$ cat src/rtl/ccd_tg_pkg.sv
package ccd_tg_pkg;
    typedef enum logic [2:0] {
        ST_IDLE  = 3'd0,
        ST_INTEG = 3'd1,
        ST_VBIN  = 3'd2,
        ST_GAP   = 3'd3,
        ST_HREAD = 3'd4
    } tg_state_t;
endpackage

$ cat src/rtl/cycle_ctr.sv
// Clock-tick and cycle-index counter shared by both register sequencers.
module cycle_ctr #(
    parameter int TW = 11,
    parameter int KW = 11
) (
    input  logic          clk,
    input  logic          rst_n,
    input  logic          launch,
    input  logic          wrap,
    input  logic          halt,
    output logic          active,
    output logic [TW-1:0] tick,
    output logic [KW-1:0] idx
);
    always_ff @(posedge clk or negedge rst_n) begin
        if (!rst_n) begin
            active <= 1'b0;
            tick   <= '0;
            idx    <= '0;
        end else if (!active) begin
            if (launch) begin
                active <= 1'b1;
                tick   <= '0;
                idx    <= '0;
            end
        end else if (halt) begin
            active <= 1'b0;
            tick   <= '0;
            idx    <= '0;
        end else if (wrap) begin
            tick <= '0;
            idx  <= idx + 1'b1;
        end else begin
            tick <= tick + 1'b1;
        end
    end
endmodule

$ cat src/rtl/phase_decode.sv
// Two-phase waveform decode: phase 1 leads, phase 2 trails, overlap at the phase-1 fall.
module phase_decode #(
    parameter int HW   = 10,
    parameter int KW   = 11,
    parameter int NCYC = 1044
) (
    input  logic          active,
    input  logic [HW:0]   tick,
    input  logic [KW-1:0] idx,
    input  logic [HW-1:0] half,
    input  logic [HW-1:0] ovl,
    output logic          ph1,
    output logic          ph2,
    output logic          wrap,
    output logic          last
);
    localparam logic [KW-1:0] LAST_IDX = KW'(NCYC - 1);

    logic [HW:0] per_end;
    logic [HW:0] ph1_end;

    always_comb begin
        per_end = {half, 1'b0} - 1'b1;
        ph1_end = {1'b0, half} + {1'b0, ovl};
        ph1     = active && (tick < ph1_end);
        ph2     = active && (tick >= {1'b0, half});
        wrap    = active && (tick == per_end);
        last    = wrap && (idx == LAST_IDX);
    end
endmodule

$ cat src/rtl/pixel_framer.sv
// Reset-gate pulse at each pixel start and the active-pixel window.
module pixel_framer #(
    parameter int HW     = 10,
    parameter int KW     = 11,
    parameter int LEAD   = 10,
    parameter int ACTIVE = 1024
) (
    input  logic          active,
    input  logic [HW:0]   tick,
    input  logic [KW-1:0] idx,
    input  logic [HW-1:0] rg_width,
    output logic          rg,
    output logic          valid
);
    localparam logic [KW-1:0] FIRST_ACT = KW'(LEAD);
    localparam logic [KW-1:0] END_ACT   = KW'(LEAD + ACTIVE);

    always_comb begin
        rg    = active && (tick < {1'b0, rg_width});
        valid = active && (idx >= FIRST_ACT) && (idx < END_ACT);
    end
endmodule

$ cat src/rtl/ccd_binning_timer.sv
module ccd_binning_timer
    import ccd_tg_pkg::*;
#(
    parameter int IW      = 20,
    parameter int HW      = 10,
    parameter int V_ROWS  = 128,
    parameter int H_CELLS = 1044,
    parameter int LEAD    = 10,
    parameter int ACTIVE  = 1024
) (
    input  logic          clk,
    input  logic          rst_n,
    input  logic          start,
    input  logic [IW-1:0] integ_cycles,
    input  logic [IW-1:0] gap_cycles,
    input  logic [HW-1:0] v_half,
    input  logic [HW-1:0] v_overlap,
    input  logic [HW-1:0] h_half,
    input  logic [HW-1:0] h_overlap,
    input  logic [HW-1:0] rg_width,
    output logic          vclk1,
    output logic          vclk2,
    output logic          xfer_gate,
    output logic          hclk1,
    output logic          hclk2,
    output logic          sum_gate,
    output logic          rst_gate,
    output logic          pix_valid,
    output logic          shutter_req,
    output logic          busy,
    output logic          done
);
    localparam int VKW = $clog2(V_ROWS);
    localparam int HKW = $clog2(H_CELLS);

    tg_state_t state, nxt;
    logic [IW-1:0] cnt;
    logic          integ_hit, gap_hit;
    logic          v_launch, h_launch;

    logic           v_active, v_wrap, v_last, v_ph1, v_ph2;
    logic [HW:0]    v_tick;
    logic [VKW-1:0] v_idx;
    logic           h_active, h_wrap, h_last, h_ph1, h_ph2, h_rg, h_valid;
    logic [HW:0]    h_tick;
    logic [HKW-1:0] h_idx;

    // Count expiry: a programmed zero behaves as one clock.
    always_comb begin
        integ_hit = ({1'b0, cnt} + 1'b1) >= {1'b0, integ_cycles};
        gap_hit   = ({1'b0, cnt} + 1'b1) >= {1'b0, gap_cycles};
    end

    always_comb begin
        nxt = state;
        unique case (state)
            ST_IDLE:  if (start)     nxt = ST_INTEG;
            ST_INTEG: if (integ_hit) nxt = ST_VBIN;
            ST_VBIN:  if (v_last)    nxt = ST_GAP;
            ST_GAP:   if (gap_hit)   nxt = ST_HREAD;
            ST_HREAD: if (h_last)    nxt = ST_IDLE;
            default:                 nxt = ST_IDLE;
        endcase
    end

    always_ff @(posedge clk or negedge rst_n) begin
        if (!rst_n) begin
            state <= ST_IDLE;
        end else begin
            state <= nxt;
        end
    end

    always_ff @(posedge clk or negedge rst_n) begin
        if (!rst_n) begin
            cnt <= '0;
        end else if (nxt != state) begin
            cnt <= '0;
        end else if (state == ST_INTEG || state == ST_GAP) begin
            cnt <= cnt + 1'b1;
        end
    end

    assign v_launch = (state == ST_INTEG) && integ_hit;
    assign h_launch = (state == ST_GAP) && gap_hit;

    cycle_ctr #(.TW(HW + 1), .KW(VKW)) u_vctr (
        .clk(clk), .rst_n(rst_n), .launch(v_launch), .wrap(v_wrap), .halt(v_last),
        .active(v_active), .tick(v_tick), .idx(v_idx)
    );

    phase_decode #(.HW(HW), .KW(VKW), .NCYC(V_ROWS)) u_vdec (
        .active(v_active), .tick(v_tick), .idx(v_idx), .half(v_half), .ovl(v_overlap),
        .ph1(v_ph1), .ph2(v_ph2), .wrap(v_wrap), .last(v_last)
    );

    cycle_ctr #(.TW(HW + 1), .KW(HKW)) u_hctr (
        .clk(clk), .rst_n(rst_n), .launch(h_launch), .wrap(h_wrap), .halt(h_last),
        .active(h_active), .tick(h_tick), .idx(h_idx)
    );

    phase_decode #(.HW(HW), .KW(HKW), .NCYC(H_CELLS)) u_hdec (
        .active(h_active), .tick(h_tick), .idx(h_idx), .half(h_half), .ovl(h_overlap),
        .ph1(h_ph1), .ph2(h_ph2), .wrap(h_wrap), .last(h_last)
    );

    pixel_framer #(.HW(HW), .KW(HKW), .LEAD(LEAD), .ACTIVE(ACTIVE)) u_frame (
        .active(h_active), .tick(h_tick), .idx(h_idx), .rg_width(rg_width),
        .rg(h_rg), .valid(h_valid)
    );

    always_comb begin
        shutter_req = (state == ST_INTEG);
        busy        = (state != ST_IDLE);
        done        = (state == ST_HREAD) && h_last;
        vclk1       = v_ph1;
        vclk2       = v_ph2;
        xfer_gate   = v_ph2;
        hclk1       = h_ph1;
        hclk2       = h_ph2;
        sum_gate    = h_ph2;
        rst_gate    = h_rg;
        pix_valid   = h_valid;
    end
endmodule

$ cat config.mk
export PLATFORM = sky130hd
export DESIGN_NAME = ccd_binning_timer
export DESIGN_NICKNAME = d
export VERILOG_FILES = /design/src/rtl/ccd_tg_pkg.sv /design/src/rtl/cycle_ctr.sv /design/src/rtl/phase_decode.sv /design/src/rtl/pixel_framer.sv /design/src/rtl/ccd_binning_timer.sv
export SDC_FILE = /design/constraint.sdc
export NUM_CORES = 1
export LEC_CHECK = 0
export BUFFER_PORTS_ARGS = -buffer_cell sky130_fd_sc_hd__buf_2
export CAP_MARGIN = 20
export CORE_ASPECT_RATIO = 0.8
export CORE_MARGIN = 2
export CORE_UTILIZATION = 45
export DETAILED_ROUTE_END_ITERATION = 10
export PLACE_DENSITY = 0.8
export SYNTH_ARGS = -nofsm -noshare
export SYNTH_HDL_FRONTEND = slang
export SYNTH_SLANG_ARGS = --single-unit
$ cat constraint.sdc
create_clock -name clk -period 3.75 [get_ports clk]
set_input_delay 0.75 -clock clk [delete_from_list [all_inputs] [get_ports clk]]
set_output_delay 0.75 -clock clk [all_outputs]
set_load 0.01 [all_outputs]
Word level (Yosys, flattened, before mapping). Cells that the tools add are included. Widths: inputs -> output; s select.

Eq/ne operators: 11. Order comparisons: 9. Reductions and logical operators: 22. Multiplexer cells: 29. $add $sub $neg: 10.

Operator list (count): $mux 11 (11); $ge 21x20->1 (2); $mux 20 (2); $add 11x1->11 const B (3); $mux 7 (4); $add 10x10->11 (2); $eq 11x11->1 (2); $ge 11x10->1 (2); $lt 11x11->1 (2); $sub 11x1->11 const B (2); $add 20x1->21 const B (1); $add 20x1->20 const B (1); $mux 3 (5); $pmux 3 s5 (1); $logic_and 1x1->1 (14); $eq 11x11->1 const B (1); $ge 11x4->1 const B (1); $lt 11x10->1 (1); $lt 11x11->1 const B (1); $add 7x1->7 const B (1); $eq 7x7->1 const B (1); $eq 3x2->1 const B (2); $mux 1 (6); $reduce_bool 2->1 (3); 9 further kinds (10).

Logic and storage cells: 89. Flip-flop bits (word level): 65.

Logic depth before layout (Yosys ltp). Gate-level depths: netlist of run 1.

Depth in word-level cells: 8. Mapped depth: 16. Depth with buffers taken out: 15.

Cells and area by module. Synthesis of run 1 repeated with hierarchy kept, for this count alone.

Cells, all modules: 890. Area total of the unflattened synthesis: 7584.8 µm².

Modules (own cells, without submodules): ccd_binning_timer (area an instance 2666.3 µm², sequential area each 575.6 µm², cells each 305, times used 1); phase_decode (u_hdec) (area an instance 1213.7 µm², sequential area each 0.0 µm², cells each 159, times used 1); cycle_ctr (u_hctr) (area an instance 1204.9 µm², sequential area each 575.6 µm², cells each 127, times used 1); phase_decode (u_vdec) (area an instance 1198.6 µm², sequential area each 0.0 µm², cells each 156, times used 1); cycle_ctr (u_vctr) (area an instance 1034.7 µm², sequential area each 475.5 µm², cells each 104, times used 1); pixel_framer (area an instance 266.5 µm², sequential area each 0.0 µm², cells each 39, times used 1).

Worst setup path before layout of run 1. No wires, ideal clock.

Path type: in2out. Start point: input h_half[1]. End point: output hclk1. Stages: 13. Path slack: -0.301 ns. Arrival: 3.301 ns. Cells stage by stage: ha_1 > a21o_1 > a21oi_1 > o21bai_1 > a2111oi_0 > o31ai_1 > a21oi_1 > xor2_1 > ha_1 > a21o_1 > a211oi_1 > o21ai_0 > nand2_1.

Word-level cells in the longest chain between the ends: 3.

RTL lines: start: declaration (RTL line ccd_binning_timer.sv:18) `input logic [HW-1:0] h_half,`; $add 10x10->11 (RTL line phase_decode.sv:24) `ph1_end = {1'b0, half} + {1'b0, ovl};`; $lt 11x11->1 (RTL line phase_decode.sv:25) `ph1 = active && (tick < ph1_end);`; $logic_and 1x1->1 (RTL line phase_decode.sv:25); end: declaration (RTL line ccd_binning_timer.sv:24) `output logic hclk1,`.

No other way between the ends.

Worst setup path in the final report of run 1.
Start point: input h_half[0]. End point: output hclk1.

The elaborated chain is that of the path after synthesis.

==> results of run 1 <==
==> power breakdown <==
part / total [mW] / internal, mW / switching, mW
clock: 0.865 / 0.554 / 0.311
sequential: 0.835 / 0.734 / 0.101
combinational: 0.827 / 0.409 / 0.418
total: 2.53 / 1.70 / 0.830
==> stage by stage <==
stage          TNS (ps)  hold WS, ps  std cells
6_report           -685          351       1294
2_1_floorplan     -38.1          454        908
3_3_place_gp       -702          510       1265
3_5_place_dp       -940          522       1265
4_1_cts            -827          364       1284
5_1_grt           -1110          389       1294
==> flip-flops by register name, indices dropped and copies added, names as in the netlist <==
| signal | count |
|---|---|
| u_vctr.active | 1 |
| u_vctr.tick | 11 |
| u_hctr.tick | 11 |
| u_hctr.idx | 11 |
| state | 3 |
| u_vctr.idx | 7 |
| u_hctr.active | 1 |
| cnt | 20 |
==> per-layer routing <==
layer  GRT usage [%]  vias up
li1                -     3608
met1            30.1     3380
met2            34.6      212
met3            3.10       15
met4            4.93        0
met5               0        -
==> final timing paths <==
check / end / slack [ps] / start
max: hclk1 / -370 / h_half[0]
min: u_vctr.idx[3]$_DFFE_PN0P_ / 350 / rst_n
max reg2reg: u_vctr.tick[5]$_DFFE_PN0P_ / 50 / cnt[0]$_DFFE_PN0P_
min reg2reg: u_vctr.idx[1]$_DFFE_PN0P_ / 530 / u_vctr.idx[1]$_DFFE_PN0P_
max in group asynchronous: u_hctr.idx[6]$_DFFE_PN0P_ / 2700 / rst_n
min in group clk: u_vctr.idx[1]$_DFFE_PN0P_ / 530 / u_vctr.idx[1]$_DFFE_PN0P_
==> cell families (layout without fill, tap and decap cells) <==
logic type	Yosys count	after routing	share of synthesized area, %
simple gates	302	302	20.9
compound gates	213	213	20.2
buf+inv	126	296	6.93
fa+ha+maj	118	118	20.1
xor+xnor	83	83	9.79
flops	65	65	21.9
mux	1	1	0.135
other cells	0	1	0
==> cell type report <==
type | instances | area, sq um | area share (%)
Tap cell | 215 | 269 | 2.89
Clock buffer | 11 | 253 | 2.71
Inverter | 91 | 342 | 3.66
Clock inverter | 5 | 62.6 | 0.671
Timing Repair Buffer | 189 | 1220 | 13.0
Sequential cell | 65 | 1630 | 17.5
Antenna cell | 1 | 2.50 | 0.0268
Multi-Input combinational cell | 717 | 5550 | 59.5
==> worst max-delay path, delay by kind of cell <==
kind,cells,cell delay [ps]
and+or+nand+nor,1,70
AOI/OAI and AO/OA,8,1280
adders and majority gates,3,740
buffers and inverters,3,380
xor gates and xnor gates,1,130
==> Yosys cell counts (7+ instances only) <==
| master | instances | area share, % |
|---|---|---|
| sky130_fd_sc_hd__ha_1 | 116 | 20 |
| sky130_fd_sc_hd__inv_1 | 91 | 4.6 |
| sky130_fd_sc_hd__nand2_1 | 72 | 3.6 |
| sky130_fd_sc_hd__nor2_1 | 71 | 3.6 |
| sky130_fd_sc_hd__dfrtp_1 | 65 | 22 |
| sky130_fd_sc_hd__a21oi_1 | 47 | 3.2 |
| sky130_fd_sc_hd__xnor2_1 | 42 | 5.0 |
| sky130_fd_sc_hd__xor2_1 | 41 | 4.8 |
| sky130_fd_sc_hd__nand3_1 | 37 | 2.5 |
| sky130_fd_sc_hd__o21ai_0 | 27 | 1.8 |
| sky130_fd_sc_hd__nor3_1 | 23 | 1.6 |
| sky130_fd_sc_hd__a21o_1 | 21 | 2.1 |
| sky130_fd_sc_hd__a211oi_1 | 20 | 2.0 |
| sky130_fd_sc_hd__nand4_1 | 19 | 1.6 |
| sky130_fd_sc_hd__clkbuf_1 | 18 | 0.91 |
| sky130_fd_sc_hd__and3_1 | 14 | 1.2 |
| sky130_fd_sc_hd__o211ai_1 | 11 | 1.1 |
| sky130_fd_sc_hd__a211o_1 | 10 | 1.2 |
| sky130_fd_sc_hd__buf_2 | 9 | 0.61 |
| sky130_fd_sc_hd__nand2b_1 | 9 | 0.76 |
| sky130_fd_sc_hd__o31ai_1 | 8 | 0.81 |
| sky130_fd_sc_hd__nand3b_1 | 7 | 0.71 |
| sky130_fd_sc_hd__nor2b_1 | 7 | 0.59 |
| sky130_fd_sc_hd__or3_1 | 7 | 0.59 |
==> what timing repair did <==
| action | 4_1_cts | 5_1_grt |
|---|---|---|
| pin swaps | 27 | 25 |
| endpoints found under the hold margin | 0 | 0 |
| hold buffers | 0 | 0 |
| setup endpoints to repair | 6 | 65 |
| buffers inserted | 3 | 9 |
| resized for setup | 16 | 36 |
==> out/qor.yml, run 1 <==
synth:
  ys.warnings.count: 0
  synthFlopType: "sky130_fd_sc_hd__dfrtp_1"
  synthesis.area_sq_um: 7420
  synth_cells: 908
  ys_async_sr_fraction_pct: 100
  synth-seq-cells: 65
  synth-edff-count: 0
  synthesis.nets: 1119
  avgSynthCellArea_sq_um: 8.17
  seq_area_frac_synth_pct: 21.9
  yosysUniqueCellTypes: 73
placed_design:
  postPlaceCellArea_sq_um: 8670
  detailed_place_hpwl_um: 14300
  port-buffer-count: 103
  placement.setup.worst_slack_ps: -478
  routabilityCongestion: 0.849
global_routing:
  grt_overflow: 0
  maximum_number_of_pins_on_one_net_before_global_route_repair: 28
  track_usage_pct: 21.3
  via_count_of_the_first_global_routing_pass: 6871
  antenna_violations_before_repair: 1
  grt_pass1_wl_um: 31600
sta:
  worst_slew_pin_slew_ps: 600
  clock.fmax_mhz: 243
  rsz0062_at_grt: "yes"
  timing.final.hold_violations: 0
  period_needed_ps: 4120
  timing.max_slew.rel_slack_pct: 60.0
  drv_slew: 0
  post-route-worst-setup-slack_ps: -370
  timing.clock.skew_ps: 6.99
  setup-violations-final: 2
  final_min_period_over_clock_period_pct: 110
drt:
  postRouteWirelength_um: 19000
  residual_drc_count: 0
  dr.first_iter.drc_count: 609
  wl_per_cell_um: 14.7
  detail_route.first_pass.iterations: 5
  routed_via_density: 5.58
  postRouteAntennaNets: 0
  metal1_wirelength_um: 9120
  detailroute.wirelength.met3_um: 1000
  vias: 7215
  met2RoutedLength_um: 8730
  highest_layer: "met4"
flow_run:
  cap_viol_max_count: 0
layout:
  layout.core_utilization_pct: 58.4
  area_delta_synth_final_pct: 25.6
  layout_commonest_cell: "sky130_fd_sc_hd__ha_1"
  final.fill_count: 1345
  final_design_area_no_fill_sq_um: 9320
  layout_common_cells: "sky130_fd_sc_hd__ha_1, sky130_fd_sc_hd__buf_2, sky130_fd_sc_hd__inv_1"
  final_layout_size_suffix_gt1_share_pct: 24.5
  count_of_nets_after_finishing: 1284
clocking:
  cts.root.buffer_cell: "sky130_fd_sc_hd__clkbuf_16"
  htree_num_levels: 3
  clock_tree_from_tritoncts: "done"
  numCtsBuffers: 9
  worst_setup_hold_path_clk_slew_ps: 60
  clk_path_buf_depth: 2
  clk-insertion-delay-late_ps: 330
  clock_sink_count: 65
die:
  full_die_area_sq_um: 17500
  die_h_um: 119
  io-pin-count: 104
  die-width_um: 148
  initial_standard_cell_utilization_of_the_core_pct: 46.5
  row_count: 41
  core_region_area_sq_um: 16000
setup_path:
  crit_path_max_fanout: 2
  worst_path_max_stage_delay_ps: 350
  worstPathRequired_ps: 3000
  worst-r2r-cell-count: 19
  cp_slowest_cell: "sky130_fd_sc_hd__fa_2"
  setup.worst_path.start_class: "input pin"
  critical_path.endpoint_type: "output port"
  data_arrival_time_of_the_worst_path_ps: 3370
  crit_path_cell_trace: "buf_2, ha_2, fa_2, a21o_1, a21oi_2, o21bai_1, a21oi_2, o21ai_2, buf_4, xnor2_1, ha_1, a21o_1, a211oi_2, o211ai_1, nand2_1, buf_2"
  criticalPathCategory: "in -> out"
outcome:
  violations_in_the_final_reports: "negative setup slack"
  status: "complete, but fails checks"
pwr:
  power_per_cell_area_nw_per_um2: 271
  report.power.total_mw: 2.53
  irDropWorstVdd_v: 0.000198
  power.leakage_nw: 4.66
hold_path:
  timing.hold.worst.class: "in -> async"
(Power assumes the default switching activity.)
==> run 2, diff against run 1 <==
- PLACE_DENSITY: 0.8 -> 0.79
- SYNTH_HIERARCHICAL: default -> 1
==> run 2 against run 1 <==
  * The flow still finishes with violations (negative setup slack)
  * Combinational power down 45%
  * Clock-buffer cell count up 3
  * Register-to-register slack worse by 510 ps
  * Area after synthesis up 2.2%
  * Fmax down 2.1%
  * Sequential power down 16%
  * Sequential share of layout area down 1.8 points
  * Worst setup slack worse by 89 ps
  * Sequential cell count unchanged
  * Die area up 2.1%
  * Worst hold slack worse by 0.73 ps
  * Largest cell class unchanged
==> out/qor.yml, run 2 <==
outcome:
  status: "complete, but fails checks"
  violations_in_the_final_reports: "negative setup slack"
clocking:
  cts.root.buffer_cell: "sky130_fd_sc_hd__clkbuf_16"
  numCtsBuffers: 9
  worst_setup_hold_path_clk_slew_ps: 50
  clock_tree_from_tritoncts: "done"
  htree_num_levels: 3
  clk-insertion-delay-late_ps: 320
  clk_path_buf_depth: 2
  cts-hold-fix-buffers: 0
  clock_sink_count: 65
sta:
  timing.clock.skew_ps: 3.06
  period_needed_ps: 4210
  rsz0062_at_grt: "yes"
  post-route-worst-setup-slack_ps: -459
  setup-violations-final: 43
  worst_slew_pin_slew_ps: 735
  final_min_period_over_clock_period_pct: 112
  drv_slew: 0
  timing.final.hold_violations: 0
  clock.fmax_mhz: 238
  timing.max_slew.rel_slack_pct: 51.0
placed_design:
  port-buffer-count: 103
  detailed_place_hpwl_um: 15100
  placement.setup.worst_slack_ps: -459
  routabilityCongestion: 0.915
  postPlaceCellArea_sq_um: 9120
drt:
  wl_per_cell_um: 16.7
  postRouteAntennaNets: 0
  postRouteWirelength_um: 22400
  residual_drc_count: 0
  detailroute.wirelength.met3_um: 1310
  met2RoutedLength_um: 11000
  highest_layer: "met4"
  dr.first_iter.drc_count: 617
  detail_route.first_pass.iterations: 7
  metal1_wirelength_um: 9670
  routed_via_density: 5.87
  vias: 7857
global_routing:
  grt_pass1_wl_um: 32800
  maximum_number_of_pins_on_one_net_before_global_route_repair: 49
  grt_overflow: 0
  antenna_violations_before_repair: 0
  track_usage_pct: 22.0
  via_count_of_the_first_global_routing_pass: 7217
synth:
  avgSynthCellArea_sq_um: 8.52
  yosys.area_share.adder_pct: 19.7
  yosysUniqueCellTypes: 73
  synthFlopType: "sky130_fd_sc_hd__dfrtp_1"
  yosysTopAreaCell: "sky130_fd_sc_hd__dfrtp_1"
  synth-seq-cells: 65
  seq_area_frac_synth_pct: 21.4
  synthSimpleGateAreaFrac_pct: 23.9
  ys.warnings.count: 6
  netlist_top_cells_area: "sky130_fd_sc_hd__dfrtp_1, sky130_fd_sc_hd__ha_1, sky130_fd_sc_hd__xnor2_1"
  muxShareOfSynthArea_pct: 0.940
  synthesis.nets: 1101
  synth_cells: 890
  yosys.area_share.xor_xnor_pct: 10.2
  synthMostInstantiatedCell: "sky130_fd_sc_hd__ha_1"
  synth_top_family_by_area: "simple AND/OR/NAND/NOR gates"
  compound_gate_fraction_of_synth_area_pct: 17.6
  synth-edff-count: 0
  synthesis.area_sq_um: 7580
  ys_async_sr_fraction_pct: 100
  yosys.area.top_type_share_pct: 21.4
  netlist_top_cells_count: "sky130_fd_sc_hd__ha_1, sky130_fd_sc_hd__inv_1, sky130_fd_sc_hd__dfrtp_1"
layout:
  area_delta_synth_final_pct: 36.6
  final_design_area_no_fill_sq_um: 10400
  count_of_nets_after_finishing: 1327
  final_layout_size_suffix_gt1_share_pct: 33.8
  layout_common_cells: "sky130_fd_sc_hd__buf_4, sky130_fd_sc_hd__ha_1, sky130_fd_sc_hd__buf_2"
  regMostFlops: "cnt"
  largest_register_ffs: 20
  layout_commonest_cell: "sky130_fd_sc_hd__buf_4"
  antenna_cells_inserted: 0
  final.fill_count: 1250
pwr:
  power.switching_fraction_pct: 27.0
  intPower_mw: 1.39
  power.leakage_nw: 4.97
  pwr-share-comb_pct: 23.9
  netSwitchingPower_mw: 0.517
  seq_power_share_pct: 36.7
  irDropWorstVdd_v: 0.000194
  power.share.clock_pct: 39.4
  power_per_cell_area_nw_per_um2: 185
setup_path:
  worst_path_most_repeated_cell: "sky130_fd_sc_hd__a21oi_2"
  worst-r2r-cell-count: 18
  critical_path.reg2reg.startpoint: "cnt[1]$_DFFE_PN0P_"
  crit_path_max_fanout: 5
  setup.worst_path.start_class: "flip-flop"
  crit_path_cell_trace: "ha_2, nand4_1, nor4_4, buf_6, nand3_4, xnor2_4, ha_4, a21oi_2, a21oi_2, or4_1, or3_4, or2_1, and3_4, o211ai_1, buf_4, nor3_4, a311oi_2, a41o_1"
  cpLargestDelayFamily: "simple AND/OR/NAND/NOR gates"
  worst_path_max_stage_delay_ps: 530
  data_arrival_time_of_the_worst_path_ps: 4460
  r2r-end: "u_hctr/idx[9]$_DFFE_PN0P_"
  cp_slowest_cell: "sky130_fd_sc_hd__or4_1"
  criticalPathCategory: "reg -> reg"
  worstPathRequired_ps: 4000
  r2r_setup_slack_ps: -460
  critical_path.endpoint_type: "flip-flop"
  critical_path_buffer_and_inverter_count: 2
die:
  die-width_um: 149
  full_die_area_sq_um: 17900
  io-pin-count: 104
  initial_standard_cell_utilization_of_the_core_pct: 46.0
  core_region_area_sq_um: 16500
  row_count: 42
  die_h_um: 120
hold_path:
  timing.hold.worst.class: "in -> async"
flow_run:
  cap_viol_max_count: 0
==> run 2: cell types whose count changed in the layout (fill, tap and decap cells not counted), moves of 10 or more <==
cell / change
sky130_fd_sc_hd__a211o_1: -10
sky130_fd_sc_hd__a211oi_1: -11
sky130_fd_sc_hd__buf_4: +33
sky130_fd_sc_hd__buf_6: +16
sky130_fd_sc_hd__nand2_1: -24
sky130_fd_sc_hd__nor2_1: -26
sky130_fd_sc_hd__nor3_1: -11
sky130_fd_sc_hd__nor4_2: +18
==> run 2: worst reg2reg max path, delay by kind of cell (launching register included) <==
kind	cells	cell delay [ps]
AND/OR/NAND/NOR	8	2020
flip-flops	1	350
AO/OA/AOI/OAI	5	810
adder cells (fa/ha/maj)	2	420
XOR/XNOR	1	200
buffers and inverters	2	350
==> run 2: area by class of cell <==
type                    count  area (sq um)  area share (%)
repair buffers            238          1700            16.4
flip-flops and latches     65          1630            15.7
inverters                  88           333            3.21
multi-input cells         714          6170            59.5
clock buffers              14           264            2.55
well taps                 220           275            2.66
==> run 2: what timing repair did <==
| item | CTS | global route |
|---|---|---|
| buffers inserted | 11 | 14 |
| pin swaps | 42 | 80 |
| resized for setup | 58 | 110 |
| cloned | 0 | 2 |
| endpoints found under the setup margin | 43 | 63 |
==> run 2: worst max path at each step <==
stage / start / endpoint / slack (ps) / depth (start not counted)
finish: cnt[1]$_DFFE_PN0P_ / u_hctr/idx[9]$_DFFE_PN0P_ / -460 / 18
global route: cnt[0]$_DFFE_PN0P_ / u_hctr/idx[9]$_DFFE_PN0P_ / -620 / 18
CTS: cnt[1]$_DFFE_PN0P_ / u_hctr/idx[9]$_DFFE_PN0P_ / -320 / 17
detailed placement: v_half[0] / vclk1 / -460 / 15
global placement: v_half[0] / vclk1 / -340 / 15
floorplan: cnt[0]$_DFFE_PN0P_ / u_hctr/idx[9]$_DFFE_PN0P_ / -390 / 16
==> run 2: kinds of logic after synthesis <==
logic type | after synthesis
and+or+nand+nor | 300
AOI/OAI and AO/OA | 199
adders and majority gates | 118
buffers and inverters | 113
xor gates and xnor gates | 88
DFF | 65
muxes | 7
==> run 2: routing by layer <==
layer	up-vias	GRT usage (%)
met2	295	37.3
li1	3723	-
met4	0	4.64
met5	-	0
met1	3786	29.7
met3	53	3.42
==> run 2: per-stage QoR <==
step / power, mW / hold WS [ps] / TNS [ps] / utilization [%] / instances
global route: 2.00 / 379 / -20660 / 62.8 / 1339
global placement: 1.09 / 551 / -6580 / 55.3 / 1301
detailed placement: 1.10 / 563 / -10060 / 55.3 / 1301
CTS: 1.87 / 359 / -4750 / 58.5 / 1325
finish: 1.91 / 350 / -11260 / 62.8 / 1339
floorplan: 0.936 / 454 / -4390 / - / 890
==> run 2: power by group through the flow <==
stage / Combinational, mW / Sequential [mW] / Clock (mW)
floorplan: 0.222 / 0.714 / 0
global placement: 0.375 / 0.714 / 0
detailed placement: 0.389 / 0.714 / 0
CTS: 0.408 / 0.702 / 0.762
global route: 0.505 / 0.702 / 0.791
finish: 0.456 / 0.702 / 0.753
==> run 3, diff against run 2 <==
--- a/config.mk
+++ b/config.mk
@@ -7,10 +7,10 @@
 export LEC_CHECK = 0
 export BUFFER_PORTS_ARGS = -buffer_cell sky130_fd_sc_hd__buf_2
-export CAP_MARGIN = 20
+export CAP_MARGIN = 40
 export CORE_ASPECT_RATIO = 0.8
 export CORE_MARGIN = 2
 export CORE_UTILIZATION = 45
 export DETAILED_ROUTE_END_ITERATION = 10
-export PLACE_DENSITY = 0.79
+export PLACE_DENSITY = 0.77
 export SYNTH_ARGS = -nofsm -noshare
 export SYNTH_HDL_FRONTEND = slang
==> constraint.sdc (replaced) <==
create_clock -name clk -period 4.99 [get_ports clk]
set_input_delay 0.7485 -clock clk [delete_from_list [all_inputs] [get_ports clk]]
set_output_delay 0.7485 -clock clk [all_outputs]
set_load 0.01 [all_outputs]
==> run 3 against run 2 <==
  * The flow now finishes without violations
  * Cell count shrank 9.3%
  * Combinational power shrank 42%
  * Non-clock buffer count shrank 125
  * Largest cell class unchanged
  * Worst setup slack gained 810 ps
==> out/qor.yml, run 3 (synthesis results as in run 2) <==
outcome:
  status: "finished, final reports clean"
setup_path:
  criticalPathCategory: "reg -> reg"
  crit_path_max_fanout: 7
  setup.worst_path.start_class: "flip-flop"
  data_arrival_time_of_the_worst_path_ps: 4910
  critical_path.endpoint_type: "flip-flop"
  worstPathRequired_ps: 5260
clocking:
  clk-insertion-delay-late_ps: 330
  cts_repair_resizes: 0
  cts.root.buffer_cell: "sky130_fd_sc_hd__clkbuf_16"
  worst_setup_hold_path_clk_slew_ps: 50
  htree_num_levels: 3
  clock_sink_count: 65
  clk_path_buf_depth: 2
  numCtsBuffers: 9
  clock_tree_from_tritoncts: "done"
  cts-hold-fix-buffers: 0
drt:
  residual_drc_count: 0
  detail_route.first_pass.iterations: 5
  postRouteAntennaNets: 0
  vias: 6793
  routed_via_density: 5.60
  dr.first_iter.drc_count: 503
  wl_per_cell_um: 14.0
  postRouteWirelength_um: 17000
pwr:
  power.leakage_nw: 4.15
  power.share.clock_pct: 44.3
  intPower_mw: 1.04
  irDropWorstVdd_v: 0.000156
  seq_power_share_pct: 37.2
  pwr-share-comb_pct: 18.6
  power.switching_fraction_pct: 26.4
  power_per_cell_area_nw_per_um2: 165
  netSwitchingPower_mw: 0.375
placed_design:
  placement.setup.worst_slack_ps: 258
  detailed_place_hpwl_um: 13200
  placed_cells_incl_taps: 1197
  routabilityCongestion: 0.884
  port-buffer-count: 103
global_routing:
  track_usage_pct: 19.4
  m1_gr_usage_pct: 27.2
  antenna_violations_before_repair: 0
  maximum_number_of_pins_on_one_net_before_global_route_repair: 66
  via_count_of_the_first_global_routing_pass: 6309
  met3_usage_pct: 3.08
  grt-busiest-layer: "met2"
  grt_overflow: 0
  grt_pass1_wl_um: 28900
  groute.layer.met2.usage_pct: 31.2
sta:
  clock.fmax_mhz: 215
  timing.clock.skew_ps: 4.44
  period_needed_ps: 4640
  post-route-worst-setup-slack_ps: 349
  rsz0062_at_grt: "no"
  timing.max_slew.rel_slack_pct: 45.0
  final_min_period_over_clock_period_pct: 93.0
  hold_ws_ps: 569
  worst_slew_pin_slew_ps: 825
  setup_tns_ps: 0
  timing.final.hold_violations: 0
  setup-violations-final: 0
  drv_slew: 0
die:
  core_region_area_sq_um: 16500
  initial_standard_cell_utilization_of_the_core_pct: 46.0
  io-pin-count: 104
  die_h_um: 120
  die-width_um: 149
  full_die_area_sq_um: 17900
  row_count: 42
hold_path:
  timing.hold.worst.class: "reg -> reg"
layout:
  layout_common_cells: "sky130_fd_sc_hd__ha_1, sky130_fd_sc_hd__buf_2, sky130_fd_sc_hd__inv_1"
  final.fill_count: 1529
  layoutNonFillerInstCount: 1214
  final_layout_size_suffix_gt1_share_pct: 17.3
  count_of_nets_after_finishing: 1200
  area_delta_synth_final_pct: 13.5
  regMostFlops: "cnt"
  largest_register_ffs: 20
  antenna_cells_inserted: 0
  layout_commonest_cell: "sky130_fd_sc_hd__ha_1"
flow_run:
  cap_viol_max_count: 0
-- run 3: changes by cell type in the layout (fill, tap and decap cells not counted), sizes merged --
cell,previous run,this run
o221a,3,1
bufinv,0,1
clkinv,0,2
buf,237,113
clkinvlp,0,2
clkbuf,15,11
-- run 3: layout make-up --
cell class | count | area [sq um] | area share (%)
Clock buffer | 11 | 243 | 2.82
Clock inverter | 5 | 55.1 | 0.639
Inverter | 88 | 330 | 3.84
Multi-Input combinational cell | 712 | 5490 | 63.8
Sequential cell | 65 | 1630 | 18.9
Tap cell | 220 | 275 | 3.20
Timing Repair Buffer | 113 | 591 | 6.86
-- run 3: critical path, cell delays in order, from the launching register on --
cell,delay [ps]
sky130_fd_sc_hd__dfrtp_1,440
sky130_fd_sc_hd__ha_1,250
sky130_fd_sc_hd__nand4_1,200
sky130_fd_sc_hd__nor4_4,520
sky130_fd_sc_hd__nand3_1,150
sky130_fd_sc_hd__xnor2_1,220
sky130_fd_sc_hd__ha_1,310
sky130_fd_sc_hd__a21oi_1,180
sky130_fd_sc_hd__a21oi_1,90
sky130_fd_sc_hd__or4_1,500
sky130_fd_sc_hd__or3_4,390
sky130_fd_sc_hd__or2_1,280
sky130_fd_sc_hd__and3_1,210
sky130_fd_sc_hd__o211ai_1,170
sky130_fd_sc_hd__buf_4,170
sky130_fd_sc_hd__nor3_1,70
sky130_fd_sc_hd__a311oi_1,310
sky130_fd_sc_hd__a41o_1,130
-- run 3: layer usage --
metal | vias up | wire length [um]
li1 | 3475 | -
met1 | 3166 | 8330
met2 | 129 | 7830
met3 | 23 | 640
met4 | 0 | 204
met5 | - | 0
-- run 3: path summary, 6_finish.rpt --
path | startpoint | endpoint | slack, ps | depth (start not counted)
max in group asynchronous | rst_n | u_hctr/tick[8]$_DFFE_PN0P_ | 3850 | 2
hold / removal | u_vctr/idx[6]$_DFFE_PN0P_ | u_vctr/idx[6]$_DFFE_PN0P_ | 570 | 2
hold reg to reg | u_vctr/idx[6]$_DFFE_PN0P_ | u_vctr/idx[6]$_DFFE_PN0P_ | 570 | 2
setup / recovery | cnt[0]$_DFFE_PN0P_ | u_hctr/idx[9]$_DFFE_PN0P_ | 350 | 17
min in group asynchronous | rst_n | cnt[16]$_DFFE_PN0P_ | 590 | 2
setup reg to reg | cnt[0]$_DFFE_PN0P_ | u_hctr/idx[9]$_DFFE_PN0P_ | 350 | 17
-- run 3: metrics by stage --
stage	utilization (%)	power, mW	area [sq um]
global route	52.2	1.49	8610
detailed placement	50.3	0.799	8310
CTS	52.1	1.43	8600
global placement	50.3	0.792	8300
floorplan	-	0.703	7580
finish	52.2	1.42	8610
-- run 3: what timing repair did --
action / 4_1_cts / 5_1_grt
setup endpoints to repair: 0 / 6
hold endpoints to repair: 0 / 0
setup buffers: 0 / 1
-- run 3: power groups by stage --
stage / combinational, mW / clock, mW / sequential (mW)
5_1_grt: 0.302 / 0.664 / 0.527
3_3_place_gp: 0.255 / 0 / 0.537
3_5_place_dp: 0.262 / 0 / 0.537
4_1_cts: 0.264 / 0.640 / 0.527
6_report: 0.264 / 0.628 / 0.527
2_1_floorplan: 0.166 / 0 / 0.537
